===== config.mk =====
export PLATFORM = sky130hd
export DESIGN_NAME = ft_fifo
export DESIGN_NICKNAME = d
export VERILOG_FILES = /design/src/rtl/ft_fifo_pkg.sv /design/src/rtl/ft_fifo_stage.sv /design/src/rtl/ft_fifo_in_port.sv /design/src/rtl/ft_fifo_out_port.sv /design/src/rtl/ft_fifo.sv
export SDC_FILE = /design/constraint.sdc
export NUM_CORES = 1
export LEC_CHECK = 0
export ABC_AREA = 1
export BUFFER_PORTS_ARGS = -buffer_cell sky130_fd_sc_hd__buf_2
export CORE_MARGIN = 2
export CORE_UTILIZATION = 40
export DETAILED_ROUTE_END_ITERATION = 6
export MAX_ROUTING_LAYER = met4
export PLACE_DENSITY = 0.55
export SYNTH_ARGS = -nofsm -noshare
export SYNTH_HDL_FRONTEND = slang
export SYNTH_SLANG_ARGS = --single-unit

===== constraint.sdc =====
create_clock -name clk -period 1.8 [get_ports clk]
set_input_delay 0.09 -clock clk [delete_from_list [all_inputs] [get_ports clk]]
set_output_delay 0.09 -clock clk [all_outputs]
set_load 0.01 [all_outputs]

===== src/rtl/ft_fifo_pkg.sv =====
package ft_fifo_pkg;
  localparam int FT_WIDTH = 4;
  localparam int FT_DEPTH = 16;

  // Stage moves for one clock: a word arrives, a word departs, or neither.
  typedef struct packed {
    logic arrive;
    logic depart;
  } ft_move_t;
endpackage


===== src/rtl/ft_fifo_stage.sv =====
module ft_fifo_stage
  import ft_fifo_pkg::*;
#(
  parameter int WIDTH = FT_WIDTH
) (
  input  logic             clk,
  input  logic             rst,
  input  ft_move_t         move,
  input  logic [WIDTH-1:0] d_in,
  output logic             full,
  output logic [WIDTH-1:0] d_out
);
  // Arrive and depart are mutually exclusive: an arrival needs an empty stage,
  // and a departure needs a full one.
  always_ff @(posedge clk) begin
    if (rst) begin
      full  <= 1'b0;
      d_out <= '0;
    end else if (move.arrive) begin
      full  <= 1'b1;
      d_out <= d_in;
    end else if (move.depart) begin
      full  <= 1'b0;
    end
  end
endmodule


===== src/rtl/ft_fifo_in_port.sv =====
module ft_fifo_in_port (
  input  logic shift_in,
  input  logic head_full,
  output logic push,
  output logic in_ready
);
  assign in_ready = ~head_full;
  assign push     = shift_in & ~head_full;
endmodule


===== src/rtl/ft_fifo_out_port.sv =====
module ft_fifo_out_port #(
  parameter int WIDTH = 4
) (
  input  logic             shift_out,
  input  logic             tail_full,
  input  logic [WIDTH-1:0] tail_data,
  output logic             pop,
  output logic             out_ready,
  output logic [WIDTH-1:0] dout
);
  assign out_ready = tail_full;
  assign pop       = shift_out & tail_full;
  assign dout      = tail_data;
endmodule


===== src/rtl/ft_fifo.sv =====
module ft_fifo
  import ft_fifo_pkg::*;
#(
  parameter int WIDTH = FT_WIDTH,
  parameter int DEPTH = FT_DEPTH
) (
  input  logic             clk,
  input  logic             rst,
  input  logic             shift_in,
  input  logic [WIDTH-1:0] din,
  output logic             in_ready,
  input  logic             shift_out,
  output logic             out_ready,
  output logic [WIDTH-1:0] dout
);
  localparam int LAST = DEPTH - 1;

  logic [DEPTH-1:0] sfull;
  logic [WIDTH-1:0] sdata [DEPTH];
  logic [LAST-1:0]  adv;
  ft_move_t         smove [DEPTH];
  logic             push;
  logic             pop;

  ft_fifo_in_port u_in (
    .shift_in (shift_in),
    .head_full(sfull[0]),
    .push     (push),
    .in_ready (in_ready)
  );

  ft_fifo_out_port #(.WIDTH(WIDTH)) u_out (
    .shift_out(shift_out),
    .tail_full(sfull[LAST]),
    .tail_data(sdata[LAST]),
    .pop      (pop),
    .out_ready(out_ready),
    .dout     (dout)
  );

  // A word advances when its stage is full and the next stage is empty,
  // judged on this cycle's flags, so it moves at most one stage per clock.
  for (genvar i = 0; i < LAST; i++) begin : g_adv
    assign adv[i] = sfull[i] & ~sfull[i+1];
  end

  for (genvar i = 0; i < DEPTH; i++) begin : g_stage
    logic [WIDTH-1:0] feed;

    if (i == 0) begin : g_head
      assign smove[i].arrive = push;
      assign feed            = din;
    end else begin : g_body
      assign smove[i].arrive = adv[i-1];
      assign feed            = sdata[i-1];
    end

    if (i == LAST) begin : g_tail
      assign smove[i].depart = pop;
    end else begin : g_mid
      assign smove[i].depart = adv[i];
    end

    ft_fifo_stage #(.WIDTH(WIDTH)) u_stage (
      .clk  (clk),
      .rst  (rst),
      .move (smove[i]),
      .d_in (feed),
      .full (sfull[i]),
      .d_out(sdata[i])
    );
  end
endmodule


==> summary by stage <==
Clock tree
Clock-pin slew was measured on the worst setup and hold paths at 80 ps. In this run the number of H-tree levels came out at 3. The number of buffers added by the clock tree synthesis step is 9. At the later pin of the worst-skew pair, clock insertion delay measures 340 ps. The maximum buffer depth of the clock tree is 2. TritonCTS built the clock tree. CTS placed an instance of clkbuf_8 at the clock tree root.

The total number of clock tree sinks is 80.

STA
After layout, the worst setup slack is 436 ps. The relative max-transition margin is 72.4%. The number of hold-slack violations in the final timing report is 0. The fraction of the cycle the final worst path needs is 75.8%. Static timing analysis puts the maximum clock frequency at 0.733 GHz.

The worst-case clock skew is 8.03 ps. The final number of max-transition violations was 0. At the pin with the least slew margin, the transition time is 413 ps.

Setup total negative slack on the finished layout was measured at 0 ps. The minimum hold slack is 53.1 ps. Setup violations remaining at the end of the flow were counted as 0. The worst path needs 1360 ps of the cycle, external delays included. Setup repair after global routing left no endpoint under its margin.

Worst setup path
The largest delay contributor family on the critical path is buffers and inverters. The worst setup path is of the register to register kind. The slowest stage of the critical path belongs to the cell dlygate4sd3_1.

In this run the critical register-to-register path is launched from g_stage[15].u_stage.full. The critical path goes through inv_1, nand2_1, a21oi_1, dlygate4sd3_1. The highest net fanout along the worst path is 5. The worst register-to-register path has a setup slack of 440 ps. The category of the worst setup path capture point is a register. The required time reported for the critical path endpoint is 2030 ps. At the worst endpoint, the arrival time is 1590 ps. The largest single stage delay on the critical path is 540 ps.

Together, buffers and inverters on the worst path number 2. The critical path starts at g_stage[15].u_stage.full. The worst setup path is launched from a register.

Synthesis
For this run, the register share of the synthesized area comes to 46.6%. In the post-synthesis netlist, the biggest area contributors are dfxtp_1 (47%), nor2_1 (16%), nand3_1 (9.3%). The post-synthesis register bit count is 80.

The number of distinct library cells after synthesis is 13. The number of cells produced by synthesis is 491. The number of nets produced by synthesis is 499. The count of synthesis-stage warnings from yosys is 0. After synthesis, the mean cell area works out to 7.00 sq um.

The cell accounting for the most synthesized area is dfxtp_1. The mapped cell area is 0.00344 sq mm. The synthesized design devotes to its leading area cell type 46.6% of total area.

GRT
For this run, the total global-route usage over all layers was measured as 13.7%. The number of antenna violations at the first check in global routing is 0. Entering global routing, the biggest net connects 45 pins. The first global-routing pass estimated 10600 um of wire. The number of global-route vias before repair is 2532. The leftover overflow at the end of global routing is 0.

Placed design
At the placement stage, the worst setup path has a slack of 712 ps. After detailed placement, the design holds a cell count of 589. Port buffering added 13 buffers. The global placement routability congestion is 0.720. Summing all placed instances gives a cell area of 0.00350 sq mm.

Detailed placement finished with a half-perimeter wire length of 4030 um.

Min path
The source of the worst hold timing path is din[1]. In this run the worst hold path is classified as input port to register.

Route
After detailed routing, the average wire length per cell comes to 9.38 um. After the first detailed-routing iteration, the DRC count stood at 71. Using the TritonRoute via totals, the vias-per-cell ratio works out to 4.41. The total wirelength of the detailed-routed design is 5700 um. The first TritonRoute pass finished after 4 iterations. The overall via count from detail_route is 2674. In the routed design, unresolved DRC markers number 0. The detail route stage leaves a number of antenna-violating nets equal to 0.

Job
Across the run, the number of max-cap violations was 0.

Run status
The run finished with clean final reports.

Pwr
The worst-case IR drop observed on VDD is 0.000382 V. The cell leakage power is 1.53 nW. The sum of internal, switching and leakage power is 4.14 mW.

Power spread over the standard cell area amounts to 1110 mW/mm^2.

Floorplanning
The vertical extent of the die is 96.7 um. 14 I/O pins were placed. The area of the core is 0.00826 sq mm. For this configuration, the core starts out at a cell density of 41.6%. The die covers 0.00935 sq mm.

The horizontal extent of the die is 96.7 um. The floorplan has 33 rows.

Cells and area
The finished cells cover 0.00374 sq mm. Leaving out filler cells and counting taps, the final layout contains 607. The fraction of layout instances using a drive strength above 1 is 12.2%. The register area is 0.00160 sq mm. The number of inserted filler cells in the final layout is 882. After the last flow step, the layout net total stands at 505. 0 antenna diodes ended up in the layout. The synthesis-to-layout area growth is 8.73%. Cells fill 45.3% of the core in the end. In the final layout, the multi-input gates occupy 0.00136 sq mm.
[tightest hold or removal path, cell delays in order]
cell     delay [ps]
buf_2            70
inv_1            30
nand3_1          60
nand2_1          50
nor2_1           60
[state kept, by name, indices dropped and copies added (netlist names)]
name                   count
g_stage.u_stage.d_out     64
g_stage.u_stage.full      16
[power by group]
group	internal [mW]	total [mW]	leakage [nW]	switching, mW
Clock	0.820	1.43	0.108	0.607
Sequential	1.95	2.11	0.651	0.161
Combinational	0.249	0.600	0.768	0.351
[layout by cell type (no fill, tap or decap)]
| master | synthesis | routed |
|---|---|---|
| clkbuf_1 | 0 | 3 |
| nor2_2 | 1 | 1 |
| nand3_1 | 64 | 64 |
| o21ai_0 | 15 | 15 |
| nand2_1 | 66 | 66 |
| dfxtp_1 | 80 | 80 |
| buf_12 | 0 | 1 |
| bufinv_16 | 0 | 2 |
| buf_2 | 6 | 13 |
| inv_1 | 67 | 67 |
| nor2_1 | 143 | 143 |
| nor2_4 | 15 | 15 |
| clkbuf_8 | 0 | 10 |
| a21oi_1 | 1 | 1 |
| dlygate4sd3_1 | 0 | 2 |
| clkinv_2 | 0 | 1 |
| inv_2 | 16 | 16 |
| buf_4 | 15 | 2 |
[timing repair]
action	in CTS	in global routing
hold buffers	2	0
resized for setup	0	0
buffers inserted	0	0
hold endpoints to repair	1	0
[cell type report]
class / instances / share of cell area [%]
clock inverter: 3 / 1.74
tap: 105 / 3.51
inverter: 83 / 8.33
sequential: 80 / 42.8
multi-input combinational: 305 / 36.4
timing repair buffer: 18 / 3.21
clock buffer: 13 / 3.98
[logic make-up (layout without fill, tap and decap cells)]
group | after synthesis | after routing | synth area share (%)
simple gates | 289 | 289 | 37.2
compound gates | 16 | 16 | 2.33
flops | 80 | 80 | 46.6
buf+inv | 106 | 117 | 13.9
[metal layers]
metal / vias to the layer above / global-route usage, % / routed length [um]
met3: 10 / 2.82 / 134
met4: 0 / 6.18 / 125
met1: 1166 / 16.7 / 2910
met5: - / - / 0
li1: 1474 / - / -
met2: 24 / 21.9 / 2530
[synthesized netlist by cell type]
cell	count
inv_1	67
nand2_1	66
o21ai_0	15
a21oi_1	1
buf_6	2
dfxtp_1	80
nor2_4	15
nand3_1	64
buf_4	15
inv_2	16
nor2_1	143
buf_2	6
nor2_2	1
[worst paths after layout]
kind	cells past startpoint	endpoint
hold reg to reg	2	g_stage[14].u_stage.d_out[1]
setup reg to reg	4	g_stage[15].u_stage.full
hold / removal	5	g_stage[0].u_stage.d_out[1]
setup / recovery	4	g_stage[15].u_stage.full
Power figures use the tool's default switching activity.
